## config.mk

```make
export PLATFORM = sky130hd
export DESIGN_NAME = xt_bus_codec
export DESIGN_NICKNAME = d
export VERILOG_FILES = /design/src/rtl/xt_pkg.sv /design/src/rtl/xt_grp_enc.sv /design/src/rtl/xt_grp_dec.sv /design/src/rtl/xt_stage.sv /design/src/rtl/xt_bus_codec.sv
export SDC_FILE = /design/constraint.sdc
export NUM_CORES = 1
export LEC_CHECK = 0
export BUFFER_PORTS_ARGS = -buffer_cell sky130_fd_sc_hd__buf_2
export CAP_MARGIN = 15
export CORE_MARGIN = 2
export CORE_UTILIZATION = 45
export DETAILED_ROUTE_END_ITERATION = 7
export GPL_ROUTABILITY_DRIVEN = 1
export PLACE_DENSITY = 0.64
export REMOVE_ABC_BUFFERS = 1
export SYNTH_ARGS = -nofsm -noshare
export SYNTH_HDL_FRONTEND = slang
export SYNTH_SLANG_ARGS = --single-unit
```

## constraint.sdc

```tcl
create_clock -name clk -period 6.6 [get_ports clk]
set_input_delay 0.33 -clock clk [delete_from_list [all_inputs] [get_ports clk]]
set_output_delay 0.33 -clock clk [all_outputs]
set_load 0.03 [all_outputs]
```

## src/rtl/xt_pkg.sv

```systemverilog
// Shared sizes and code functions for the crosstalk-safe bus codec.
// Assumes a fixed 4-bit nibble and a 5-bit codeword per group.
package xt_pkg;

    localparam int NIB_W   = 4;
    localparam int CW_W    = 5;
    localparam int JCT_W   = 2;
    localparam int SLICE_W = CW_W + JCT_W;

    // True when no 3-bit window of the word holds a lone bit between opposites
    function automatic logic cw_legal(input logic [CW_W-1:0] w);
        logic ok;
        ok = 1'b1;
        for (int i = 0; i < CW_W - 2; i++) begin
            if ((w[i] != w[i+1]) && (w[i+1] != w[i+2])) ok = 1'b0;
        end
        return ok;
    endfunction

    // Map a nibble to the nibble-th legal codeword in ascending order
    function automatic logic [CW_W-1:0] cw_of_nib(input logic [NIB_W-1:0] n);
        logic [CW_W-1:0] res;
        int k;
        res = '0;
        k   = 0;
        for (int v = 0; v < (1 << CW_W); v++) begin
            if (cw_legal(CW_W'(v))) begin
                if (k == int'(n)) res = CW_W'(v);
                k++;
            end
        end
        return res;
    endfunction

    // Inverse map: the rank of a legal codeword among the legal words
    function automatic logic [NIB_W-1:0] nib_of_cw(input logic [CW_W-1:0] w);
        int k;
        k = 0;
        for (int v = 0; v < (1 << CW_W); v++) begin
            if ((v < int'(w)) && cw_legal(CW_W'(v))) k++;
        end
        return NIB_W'(k);
    endfunction

endpackage

```

## src/rtl/xt_grp_enc.sv

```systemverilog
// One group encoder: nibble in, pattern-free 5-bit codeword out.
// Purely combinational; assumes nothing about neighbouring groups.
module xt_grp_enc
    import xt_pkg::*;
(
    input  logic [NIB_W-1:0] nib_i,
    output logic [CW_W-1:0]  cw_o
);

    // Look the codeword up from the ordered legal set
    always_comb begin
        cw_o = cw_of_nib(nib_i);
    end

endmodule

```

## src/rtl/xt_grp_dec.sv

```systemverilog
// One group decoder: 5-bit field in, nibble and illegal flag out.
// An illegal field yields a zero nibble; assumes a valid qualifier elsewhere.
module xt_grp_dec
    import xt_pkg::*;
(
    input  logic [CW_W-1:0]  cw_i,
    output logic [NIB_W-1:0] nib_o,
    output logic             bad_o
);

    // Classify the field and invert the map when it is legal
    always_comb begin
        bad_o = !cw_legal(cw_i);
        nib_o = bad_o ? '0 : nib_of_cw(cw_i);
    end

endmodule

```

## src/rtl/xt_stage.sv

```systemverilog
// Optional output register with a matching valid bit.
// REG=1 adds one clock of latency with synchronous active-low reset; REG=0 is a wire.
module xt_stage #(
    parameter int W   = 8,
    parameter bit REG = 1'b1
) (
    input  logic         clk,
    input  logic         rst_n,
    input  logic         vld_i,
    input  logic [W-1:0] d_i,
    output logic         vld_o,
    output logic [W-1:0] d_o
);

    if (REG) begin : g_reg
        // Capture valid and payload each clock, clear both on reset
        always_ff @(posedge clk) begin
            if (!rst_n) begin
                vld_o <= 1'b0;
                d_o   <= '0;
            end else begin
                vld_o <= vld_i;
                d_o   <= d_i;
            end
        end
    end else begin : g_thru
        // Pass straight through when no stage is wanted
        always_comb begin
            vld_o = vld_i;
            d_o   = d_i;
        end
    end

endmodule

```

## src/rtl/xt_bus_codec.sv

```systemverilog
// Crosstalk-safe bus codec top: per-group encoders with junction wires,
// per-group decoders with illegal-field flags, optional output stages.
// Assumes decoder fields sit at the same wire positions the encoder uses.
module xt_bus_codec
    import xt_pkg::*;
#(
    parameter int GROUPS  = 4,
    parameter bit ENC_REG = 1'b1,
    parameter bit DEC_REG = 1'b1,
    localparam int DATA_W = NIB_W * GROUPS,
    localparam int WIRE_W = SLICE_W * GROUPS - JCT_W
) (
    input  logic              clk,
    input  logic              rst_n,
    input  logic              enc_vld_i,
    input  logic [DATA_W-1:0] enc_data_i,
    output logic              enc_vld_o,
    output logic [WIRE_W-1:0] enc_wire_o,
    input  logic              dec_vld_i,
    input  logic [WIRE_W-1:0] dec_wire_i,
    output logic              dec_vld_o,
    output logic [DATA_W-1:0] dec_data_o,
    output logic [GROUPS-1:0] dec_err_o
);

    localparam int DEC_PW = DATA_W + GROUPS;

    logic [CW_W-1:0]   enc_cw [GROUPS];
    logic [WIRE_W-1:0] wire_c;
    logic [DATA_W-1:0] data_c;
    logic [GROUPS-1:0] bad_c;
    logic [DEC_PW-1:0] dec_q;

    for (genvar g = 0; g < GROUPS; g++) begin : g_enc
        xt_grp_enc u_enc (
            .nib_i (enc_data_i[NIB_W*g +: NIB_W]),
            .cw_o  (enc_cw[g])
        );
        assign wire_c[SLICE_W*g +: CW_W] = enc_cw[g];
        if (g < GROUPS - 1) begin : g_jct
            // Junction wires echo the two facing codeword edges
            assign wire_c[SLICE_W*g + CW_W]     = enc_cw[g][CW_W-1];
            assign wire_c[SLICE_W*g + CW_W + 1] = enc_cw[g+1][0];
        end
    end

    xt_stage #(.W(WIRE_W), .REG(ENC_REG)) u_enc_stage (
        .clk   (clk),
        .rst_n (rst_n),
        .vld_i (enc_vld_i),
        .d_i   (wire_c),
        .vld_o (enc_vld_o),
        .d_o   (enc_wire_o)
    );

    for (genvar g = 0; g < GROUPS; g++) begin : g_dec
        logic bad_raw;
        xt_grp_dec u_dec (
            .cw_i  (dec_wire_i[SLICE_W*g +: CW_W]),
            .nib_o (data_c[NIB_W*g +: NIB_W]),
            .bad_o (bad_raw)
        );
        // Flags only count while the received word is valid
        assign bad_c[g] = bad_raw & dec_vld_i;
    end

    xt_stage #(.W(DEC_PW), .REG(DEC_REG)) u_dec_stage (
        .clk   (clk),
        .rst_n (rst_n),
        .vld_i (dec_vld_i),
        .d_i   ({bad_c, data_c}),
        .vld_o (dec_vld_o),
        .d_o   (dec_q)
    );

    assign dec_data_o = dec_q[DATA_W-1:0];
    assign dec_err_o  = dec_q[DEC_PW-1:DATA_W];

endmodule

```

# ---- After elaboration in Yosys (flattened, before gate mapping)
# Cells that the tools add are included.
dict set report totals {
  reg_bits 48
}
dict set report op_classes {
  add_sub_neg 56
  n_lt_le_gt_ge 60
  eq_ne 76
  muxes 132
  bitwise 4
  reduce_logical 20
}
# operator n
set ops {}
lappend ops {{2-to-1 mux 5 bit} 56}
lappend ops {{adder 4 x 2 -> 4 bit (second input constant)} 52}
lappend ops {{2-to-1 mux 4 bit} 52}
lappend ops {{< comparator 5 bit (first input constant)} 28}
lappend ops {{== test 4 bit (first input constant)} 32}
lappend ops {{== test 3 x 4 -> 1 bit (first input constant)} 16}
lappend ops {{< comparator 4 x 5 -> 1 bit (first input constant)} 12}
lappend ops {{< comparator 1 x 5 -> 1 bit (first input constant)} 8}
lappend ops {{< comparator 3 x 5 -> 1 bit (first input constant)} 8}
lappend ops {{== test 2 x 4 -> 1 bit (first input constant)} 8}
lappend ops {{< comparator 2 x 5 -> 1 bit (first input constant)} 4}
lappend ops {{2-to-1 mux 1 bit} 20}
lappend ops {{== test 1 x 4 -> 1 bit (first input constant)} 4}
lappend ops {{!= test 1 bit} 16}
lappend ops {{logical AND 1 bit} 12}
lappend ops {{adder 1 x 1 -> 2 bit (second input constant)} 4}
lappend ops {{2-to-1 mux 2 bit} 4}
lappend ops {{AND reduction 2 bit} 4}
lappend ops {{bitwise AND 1 bit} 4}
lappend ops {{zero test 1 bit} 4}

# ---- Depth between registers and ports, before layout
# Gate-level depths: netlist (run 1).
dict set report depth {
  word_depth 30
  depth_mapped 37
}

# ---- Modules after synthesis
# A second synthesis (run 1) with hierarchy kept.
dict set report unflattened {
  cells_unflattened 1015
  area_unflattened_um2 8279.2
}
# module n_inst cells_per_inst area_per_inst_um2 seq_area_each_um2
set modules_own_cells {}
lappend modules_own_cells {{xt_grp_dec at g_dec[1].u_dec ...} 3 225 1735.4 0.0}
lappend modules_own_cells {{xt_grp_dec at g_dec[0].u_dec} 1 180 1401.3 0.0}
lappend modules_own_cells {{xt_stage at u_enc_stage} 1 56 758.2 540.5}
lappend modules_own_cells {{xt_stage at u_dec_stage} 1 44 593.1 420.4}
lappend modules_own_cells {xt_grp_enc 4 14 73.8 0.0}
lappend modules_own_cells {xt_bus_codec 1 4 25.0 0.0}

# ---- Worst setup path after synthesis (run 1)
# OpenSTA, ideal clock, no wires.
dict set report synth_path {
  path_kind {in2reg}
  start {input port dec_wire_i[4]}
  end {register u_dec_stage.d_o[2]}
  setup_ns 0.115
  arrival_ns 6.915
  setup_slack_ns -0.430
  stages 37
  path_buffers 4
  path_cell_list {clkbuf_1 inv_1 clkbuf_1 ha_1 clkbuf_1 clkbuf_1 o21ai_0 ha_1 nor2_1 nor2_1 ha_1 nor4_1 a311oi_2 ha_1 o21ai_0 o31ai_1 or4_1 nand3_1 ha_1 and2_1 a31oi_1 xnor2_1 nor2_1 a21oi_1 inv_1 ha_1 nor2_1 o21ai_0 o21ai_0 a21oi_1 ha_1 mux2_2 ha_1 nand2_1 xor2_1 xnor2_1 nor2_1}
}
dict set report synth_between {
  elab_chain_cells 30
}
# element line
set synth_lines {}
lappend synth_lines {{start: declaration} xt_bus_codec.sv:20} ;# input logic [WIRE_W-1:0] dec_wire_i,
lappend synth_lines {{< comparator 1 x 5 -> 1 bit} xt_pkg.sv:40} ;# if ((v < int'(w)) && cw_legal(CW_W'(v))) k++;
lappend synth_lines {{2-to-1 mux 1 bit} xt_pkg.sv:40}
lappend synth_lines {{adder 1 x 1 -> 2 bit} xt_pkg.sv:40}
lappend synth_lines {{2-to-1 mux 2 bit} xt_pkg.sv:40}
lappend synth_lines {{adder 4 x 2 -> 4 bit} -}
lappend synth_lines {{2-to-1 mux 4 bit} xt_pkg.sv:40}
lappend synth_lines {{adder 4 x 2 -> 4 bit} -}
lappend synth_lines {{2-to-1 mux 4 bit} xt_pkg.sv:40}
lappend synth_lines {{[14 not listed]} -}
lappend synth_lines {{adder 4 x 2 -> 4 bit} -}
lappend synth_lines {{2-to-1 mux 4 bit} xt_pkg.sv:40}
lappend synth_lines {{adder 4 x 2 -> 4 bit} xt_pkg.sv:40}
lappend synth_lines {{2-to-1 mux 4 bit} xt_pkg.sv:40}
lappend synth_lines {{adder 4 x 2 -> 4 bit} xt_pkg.sv:40}
lappend synth_lines {{2-to-1 mux 4 bit} xt_pkg.sv:40}
lappend synth_lines {{adder 4 x 2 -> 4 bit} xt_pkg.sv:40}
lappend synth_lines {{2-to-1 mux 4 bit} xt_pkg.sv:40}
lappend synth_lines {{end signal: assignment} xt_stage.sv:23} ;# d_o <= d_i;
lappend synth_lines {{end: declaration} xt_stage.sv:12} ;# output logic [W-1:0] d_o
# Parallel ways exist; a longest one is shown, timed or not.
# A chain may end at the register's enable or synchronous reset.

# ---- Worst setup path after layout (run 1)
dict set report layout_path {
  start {input port dec_wire_i[16]}
  end {register u_dec_stage.d_o[10]}
}
# The elaborated chain is that of the path after synthesis.

==> results of run 1 <==
-- area by class of cell --
type / count / share of cell area (%)
Multi-Input combinational cell: 848 / 70.5
Timing Repair Buffer: 182 / 12.9
Sequential cell: 42 / 9.46
Tap cell: 216 / 3.04
Inverter: 52 / 2.25
Clock buffer: 6 / 1.45
Clock inverter: 2 / 0.422
-- worst paths after layout --
check                     startpoint                  end  depth (start not counted)  slack [ns]
worst max-delay path  dec_wire_i[16]  u_dec_stage.d_o[10]                         34        0.40
worst min-delay path  enc_data_i[11]  u_enc_stage.d_o[19]                          2        0.30
-- where the power goes --
group	internal [mW]	switching, mW
Clock	0.179	0.119
Sequential	0.284	0.00811
Combinational	0.588	0.666
-- registers in the layout, indices dropped and copies added, names as in the netlist --
| register | count |
|---|---|
| u_dec_stage.d_o | 20 |
| u_enc_stage.d_o | 20 |
| u_dec_stage.vld_o | 1 |
| u_enc_stage.vld_o | 1 |
-- cells by family (layout without fill, tap and decap cells) --
| kind of cell | after synthesis | after routing | synth area share [%] |
|---|---|---|---|
| simple gates | 357 | 357 | 24.4 |
| flops | 42 | 42 | 11.3 |
| buf+inv | 101 | 242 | 5.56 |
| xor+xnor | 117 | 117 | 16.6 |
| fa+ha+maj | 80 | 80 | 13.5 |
| compound gates | 271 | 271 | 25.2 |
| mux | 23 | 23 | 3.44 |
-- cells in the mapped netlist, types with 7 or more instances --
cell      number
xnor3_1       14
nor2b_1       14
and3_1        19
o21a_1        14
xor2_1        38
mux2i_1       12
nand4_1       12
or3_1          7
a31oi_1       19
dfxtp_1       42
nand2b_1      16
a21o_1        15
a21boi_0      13
nand2_1      105
nor4_1         9
inv_1         43
ha_1          80
nor2_1        71
o31ai_1        7
o21ai_1        9
a21oi_1       59
clkbuf_1      34
mux2_2         8
o21ai_0       43
and2_1        26
o211ai_1       9
nor3_1        14
xnor2_1       64
nand3_1       27
-- per-layer routing --
metal	vias to the layer above	track usage (%)	routed length (um)
met5	-	0	0
met4	0	4.48	219
met3	16	2.42	688
met2	142	36.2	8890
met1	3408	29.2	9190
li1	3846	-	-
-- stage by stage --
| step | std cells | area, um2 |
|---|---|---|
| global route | 1348 | 8890 |
| finish | 1348 | 8890 |
| global placement | 1337 | 8600 |
| floorplan | 942 | 7210 |
| detailed placement | 1337 | 8600 |
| CTS | 1345 | 8770 |
-- what timing repair did --
| item | CTS | global route |
|---|---|---|
| setup buffers | 0 | 3 |
| setup endpoints to repair | 0 | 9 |
| resized for setup | 0 | 27 |
==> impl_metrics.sql, run 1 <==
INSERT INTO impl_metrics (metric_group, metric, value, unit) VALUES
('run_status', 'run_status', 'completed', ''),
('cts', 'cts.root.buffer_cell', 'clkbuf_16', ''),
('floorplanning', 'fp.dieH', '132', 'um'),
('layout', 'final_core_utilization', '55.6', '%'),
('place', 'port_buffers', '87', ''),
('floorplanning', 'initial_utilization', '46.4', '%'),
('sta', 'report.final.setup_viol', '0', ''),
('sta', 'timing.fmax', '0.161', 'GHz'),
('sta', 'final_max_slew_viol_count', '0', ''),
('logic_synthesis', 'yosysWarnings', '0', ''),
('worst_setup_path', 'crit_slowest_cell', 'ha_1', ''),
('route', 'drcViolationCount', '0', ''),
('route', 'drt-initial-drc-count', '449', ''),
('worst_setup_path', 'worst_path_most_repeated_cell', 'ha_1', ''),
('place', 'gp_routability_congestion', '0.904', ''),
('route', 'post_drt_via_cell_ratio', '5.50', ''),
('floorplanning', 'coreArea', '16000', 'um2'),
('global_route', 'global_route.usage.total', '21.3', '%'),
('global_route', 'globalRoute.totalOverflow', '0', ''),
('layout', 'fill_cells', '1587', ''),
('power', 'ir_drop_worst_vdd', '102', 'uV'),
('layout', 'area_taken_by_flip_flops_and_latches', '841', 'um2'),
('cts', 'numCtsBuffers', '5', ''),
('cts', 'clk_transition_reported_paths', '0.07', 'ns'),
('worst_setup_path', 'critical_path.top_delay_family', 'compound AO/OA/AOI/OAI gates', ''),
('floorplanning', 'placement_rows', '46', ''),
('route', 'detail_route.first_pass.iterations', '4', ''),
('floorplanning', 'die_area', '17500', 'um2'),
('global_route', 'antenna_violations_before_repair', '0', ''),
('logic_synthesis', 'postSynthCellCount', '991', ''),
('logic_synthesis', 'synth-main-ff-cell', 'dfxtp_1', ''),
('cts', 'clock_tree.buffer_depth', '2', ''),
('global_route', 'grt_pass1_wl', '32000', 'um'),
('logic_synthesis', 'synth.top_cells.by_area', 'ha_1, dfxtp_1, xnor2_1', ''),
('logic_synthesis', 'asyncSetResetFlopFracSynth', '0', '%'),
('global_route', 'grt_max_degree', '28', ''),
('worst_setup_path', 'start_kind', 'input port', ''),
('worst_setup_path', 'critical_path_arrival', '6.40', 'ns'),
('cts', 'cts.hold.buffers_added', '0', ''),
('worst_setup_path', 'critPathMaxFanout', '6', ''),
('sta', 'timing.slew.headroom', '50.5', '%'),
('layout', 'layout_common_cells', 'nand2_1, buf_4, buf_2', ''),
('cts', 'clock_tree.htree_level_count', '2', ''),
('layout', 'n_antenna_cell', '0', ''),
('logic_synthesis', 'cell_variety_after_synth', '89', ''),
('route', 'antenna_violating_nets_post_route', '0', ''),
('job', 'cap_violations', '0', ''),
('power', 'cellLeakagePower', '4.04', 'nW'),
('worst_setup_path', 'crit_required', '6.80', 'ns'),
('sta', 'worst_hold_slack', '0.297', 'ns'),
('sta', 'number_of_hold_slack_violations_in_the_final_timing_report', '0', ''),
('min_path', 'min_path_type', 'in2reg', ''),
('worst_setup_path', 'critical_path.endpoint_type', 'flip-flop', ''),
('global_route', 'grt_pass1_vias', '6755', ''),
('place', 'place_worst_setup_slack', '-0.0374', 'ns'),
('floorplanning', 'top_level_ports', '94', ''),
('layout', 'multi_input_combinational_cell_area', '6260', 'um2'),
('logic_synthesis', 'synth.ff_latch_count', '42', ''),
('logic_synthesis', 'yosysSeqAreaShare', '11.3', '%'),
('sta', 'timing.setup.tns', '0', 'ns'),
('floorplanning', 'horizontal_extent_of_the_die', '132', 'um'),
('logic_synthesis', 'synth_top_cell_area_share', '13.5', '%'),
('logic_synthesis', 'post_synth_instance_area', '7420', 'um2'),
('cts', 'cts_sinks', '42', ''),
('place', 'post_detail_place_hpwl', '15000', 'um'),
('layout', 'layout.nets', '1257', ''),
('logic_synthesis', 'synth_largest_area_cell', 'ha_1', ''),
('route', 'dr_total_vias', '7412', ''),
('layout', 'synthToLayoutAreaGrowth', '19.8', '%'),
('sta', 'post-route-worst-setup-slack', '0.400', 'ns'),
('worst_setup_path', 'critical_path.n_buffers_inverters', '3', ''),
('layout', 'final_common_cell', 'nand2_1', ''),
('logic_synthesis', 'synth_area_per_cell', '7.49', 'um2'),
('sta', 'worstMarginPinSlew', '0.736', 'ns'),
('sta', 'final_min_period_over_clock_period', '93.9', '%'),
('route', 'post_drt_wl_per_cell', '14.1', 'um'),
('sta', 'post-route-min-period', '6.20', 'ns'),
('worst_setup_path', 'critPathMaxStageDelay', '0.33', 'ns'),
('logic_synthesis', 'synth_edf_count', '0', ''),
('layout', 'post_route_cells_drive_above_1_share', '21.3', '%'),
('route', 'routed_wl', '19000', 'um'),
('power', 'p_total', '1.84', 'mW'),
('worst_setup_path', 'path_class', 'in2reg', ''),
('power', 'pwr_density_cell', '208', 'nW/um2'),
('cts', 'cts_tree', 'done', '');
No activity file was read; power rests on OpenSTA's default activity.
==> run 2: changes to the inputs <==
Settings changed: CORE_UTILIZATION 45 to 55, PLACE_DENSITY 0.64 to 0.76.
==> run 2 against run 1 <==
- clock power down 18%
- design area down 2.2%
- total power down 3.0%
- cell count down 4.3%
- sequential cell count unchanged
- fmax down 0.42%
- sequential share of layout area up 0.21 points
- via count up 1.3%
- wire length down 1.8%
- highest routed layer unchanged
- critical path depth down 2
- critical path type unchanged
- critical endpoint is now u_dec_stage.d_o[15]
==> impl_metrics.sql, run 2 (same netlist as run 1, synthesis figures left out) <==
INSERT INTO impl_metrics (metric_group, metric, value, unit) VALUES
('layout', 'biggestRegsByFlops', 'u_dec_stage.d_o: 20 flops, u_enc_stage.d_o: 20 flops', ''),
('layout', 'n_antenna_cell', '0', ''),
('worst_setup_path', 'crit_required', '6.83', 'ns'),
('power', 'fraction_of_power_spent_switching_nets', '43.8', '%'),
('cts', 'cts.root.buffer_cell', 'clkbuf_16', ''),
('sta', 'final_min_period_over_clock_period', '94.3', '%'),
('place', 'place_worst_setup_slack', '-0.00956', 'ns'),
('power', 'ir_drop_worst_vdd', '139', 'uV'),
('cts', 'cts.hold.buffers_added', '0', ''),
('worst_setup_path', 'worst_path_most_repeated_cell', 'ha_1', ''),
('sta', 'worstMarginPinSlew', '0.748', 'ns'),
('floorplanning', 'horizontal_extent_of_the_die', '120', 'um'),
('layout', 'synthToLayoutAreaGrowth', '17.2', '%'),
('cts', 'clock_tree.buffer_depth', '2', ''),
('place', 'dpl-instance-area', '8440', 'um2'),
('worst_setup_path', 'critPathMaxFanout', '5', ''),
('worst_setup_path', 'critical_path_arrival', '6.46', 'ns'),
('global_route', 'grt_max_degree', '28', ''),
('route', 'drcViolationCount', '0', ''),
('worst_setup_path', 'crit_slowest_cell', 'a221o_1', ''),
('global_route', 'global_route.usage.total', '25.6', '%'),
('place', 'port_buffers', '87', ''),
('cts', 'clock_tree.htree_level_count', '2', ''),
('sta', 'post-route-worst-setup-slack', '0.374', 'ns'),
('floorplanning', 'coreArea', '13200', 'um2'),
('cts', 'cts_tree', 'done', ''),
('route', 'routed_wl', '18700', 'um'),
('sta', 'worst_hold_slack', '0.247', 'ns'),
('worst_setup_path', 'endpoint', 'u_dec_stage.d_o[15]', ''),
('global_route', 'grt_pass1_vias', '6802', ''),
('floorplanning', 'initial_utilization', '56.3', '%'),
('sta', 'final_max_slew_viol_count', '0', ''),
('place', 'place_inst', '1282', ''),
('layout', 'final_common_cell', 'nand2_1', ''),
('power', 'power.combinational.fraction', '69.8', '%'),
('power', 'pwr_density_cell', '206', 'nW/um2'),
('route', 'antenna_violating_nets_post_route', '0', ''),
('job', 'cap_violations', '0', ''),
('layout', 'layout_common_cells', 'nand2_1, buf_2, ha_1, buf_4, nor2_1', ''),
('worst_setup_path', 'critical_path.endpoint_type', 'flip-flop', ''),
('floorplanning', 'fp.dieH', '120', 'um'),
('cts', 'numCtsBuffers', '5', ''),
('sta', 'number_of_hold_slack_violations_in_the_final_timing_report', '0', ''),
('min_path', 'min_path_type', 'in2reg', ''),
('power', 'power.switching', '0.784', 'mW'),
('route', 'post_drt_wl_per_cell', '14.5', 'um'),
('place', 'gp_routability_congestion', '0.952', ''),
('floorplanning', 'placement_rows', '42', ''),
('global_route', 'antenna_violations_before_repair', '0', ''),
('power', 'p_int', '1.00', 'mW'),
('worst_setup_path', 'critPathMaxStageDelay', '0.34', 'ns'),
('route', 'dr_total_vias', '7512', ''),
('sta', 'timing.setup.tns', '0', 'ns'),
('sta', 'timing.slew.headroom', '48.8', '%'),
('power', 'part_of_the_total_power_dissipated_in_sequential_elements', '16.5', '%'),
('sta', 'timing.fmax', '0.161', 'GHz'),
('worst_setup_path', 'start_kind', 'input port', ''),
('global_route', 'grt_pass1_wl', '31300', 'um'),
('route', 'post_drt_via_cell_ratio', '5.82', ''),
('layout', 'layout.nets', '1239', ''),
('global_route', 'globalRoute.totalOverflow', '0', ''),
('route', 'drt-initial-drc-count', '579', ''),
('power', 'cellLeakagePower', '3.95', 'nW'),
('sta', 'report.final.setup_viol', '0', ''),
('sta', 'post-route-min-period', '6.23', 'ns'),
('place', 'post_detail_place_hpwl', '15000', 'um'),
('floorplanning', 'die_area', '14400', 'um2'),
('cts', 'clk_transition_reported_paths', '0.07', 'ns'),
('route', 'detail_route.first_pass.iterations', '5', ''),
('worst_setup_path', 'path_class', 'in2reg', ''),
('layout', 'post_route_cells_drive_above_1_share', '20.0', '%'),
('floorplanning', 'top_level_ports', '94', ''),
('worst_setup_path', 'crit_path_start', 'dec_wire_i[22]', ''),
('power', 'power.clock.fraction', '13.6', '%'),
('run_status', 'run_status', 'completed', ''),
('cts', 'cts_sinks', '42', ''),
('layout', 'layout.cell_area.non_filler', '8690', 'um2'),
('layout', 'finalNonFillerCells', '1290', '');
==> run 2: cell count changes in the layout (fill, tap and decap cells not counted), sizes merged <==
cell | previous run | this run
buf | 182 | 164
bufinv | 1 | 0
clkbuf | 6 | 5
clkinv | 3 | 5
==> run 2: worst min path at each step <==
stage | endpoint | start | cells after the start | slack (ns)
2_1_floorplan | u_enc_stage.d_o[0] | rst_n | 1 | 0.45
3_3_place_gp | u_enc_stage.vld_o | enc_vld_i | 2 | 0.53
3_5_place_dp | u_enc_stage.vld_o | enc_vld_i | 2 | 0.54
4_1_cts | u_enc_stage.vld_o | enc_vld_i | 2 | 0.24
5_1_grt | u_enc_stage.vld_o | enc_vld_i | 2 | 0.24
6_report | u_enc_stage.vld_o | enc_vld_i | 2 | 0.25
==> run 2: power by group through the flow <==
stage               clock network [mW]  logic [mW]  registers [mW]
floorplan                            0       0.828           0.367
global placement                     0        1.19           0.300
CTS                              0.249        1.22           0.296
detailed placement                   0        1.21           0.301
global route                     0.261        1.38           0.298
finish                           0.244        1.25           0.296
==> run 2: metrics by stage <==
stage          power [mW]  util (%)
2_1_floorplan        1.19         -
3_3_place_gp         1.49      64.0
3_5_place_dp         1.51      64.0
4_1_cts              1.76      65.1
5_1_grt              1.94      65.9
6_report             1.79      65.9
==> run 2: area by class of cell <==
cell class | instances | area, um2
clock inverters | 3 | 21.3
inverters | 52 | 200
well taps | 176 | 220
fillers | 1209 | 4500
repair buffers | 164 | 1020
clock buffers | 5 | 125
multi-input cells | 848 | 6270
flip-flops and latches | 42 | 841
==> run 2: routing by layer <==
metal | share of wire [%] | wire length [um] | track usage (%) | up-vias
li1 | - | - | - | 3825
met1 | 47 | 8780 | 35.0 | 3487
met2 | 47 | 8850 | 43.3 | 178
met3 | 3.6 | 667 | 1.85 | 22
met4 | 1.9 | 355 | 7.28 | 0
met5 | 0 | 0 | 0 | -
==> run 2: what timing repair did <==
| item | CTS | global route |
|---|---|---|
| buffers inserted | 0 | 0 |
| resized for setup | 0 | 24 |
| setup endpoints to repair | 0 | 7 |
==> run 2: worst max-delay path: cells and delay by family <==
family | cells | cell delay (ns)
multiplexers | 2 | 0.38
XOR/XNOR | 6 | 1.17
AO/OA/AOI/OAI | 8 | 1.66
adder cells (fa/ha/maj) | 6 | 1.64
AND/OR/NAND/NOR | 7 | 0.96
buffers and inverters | 3 | 0.32
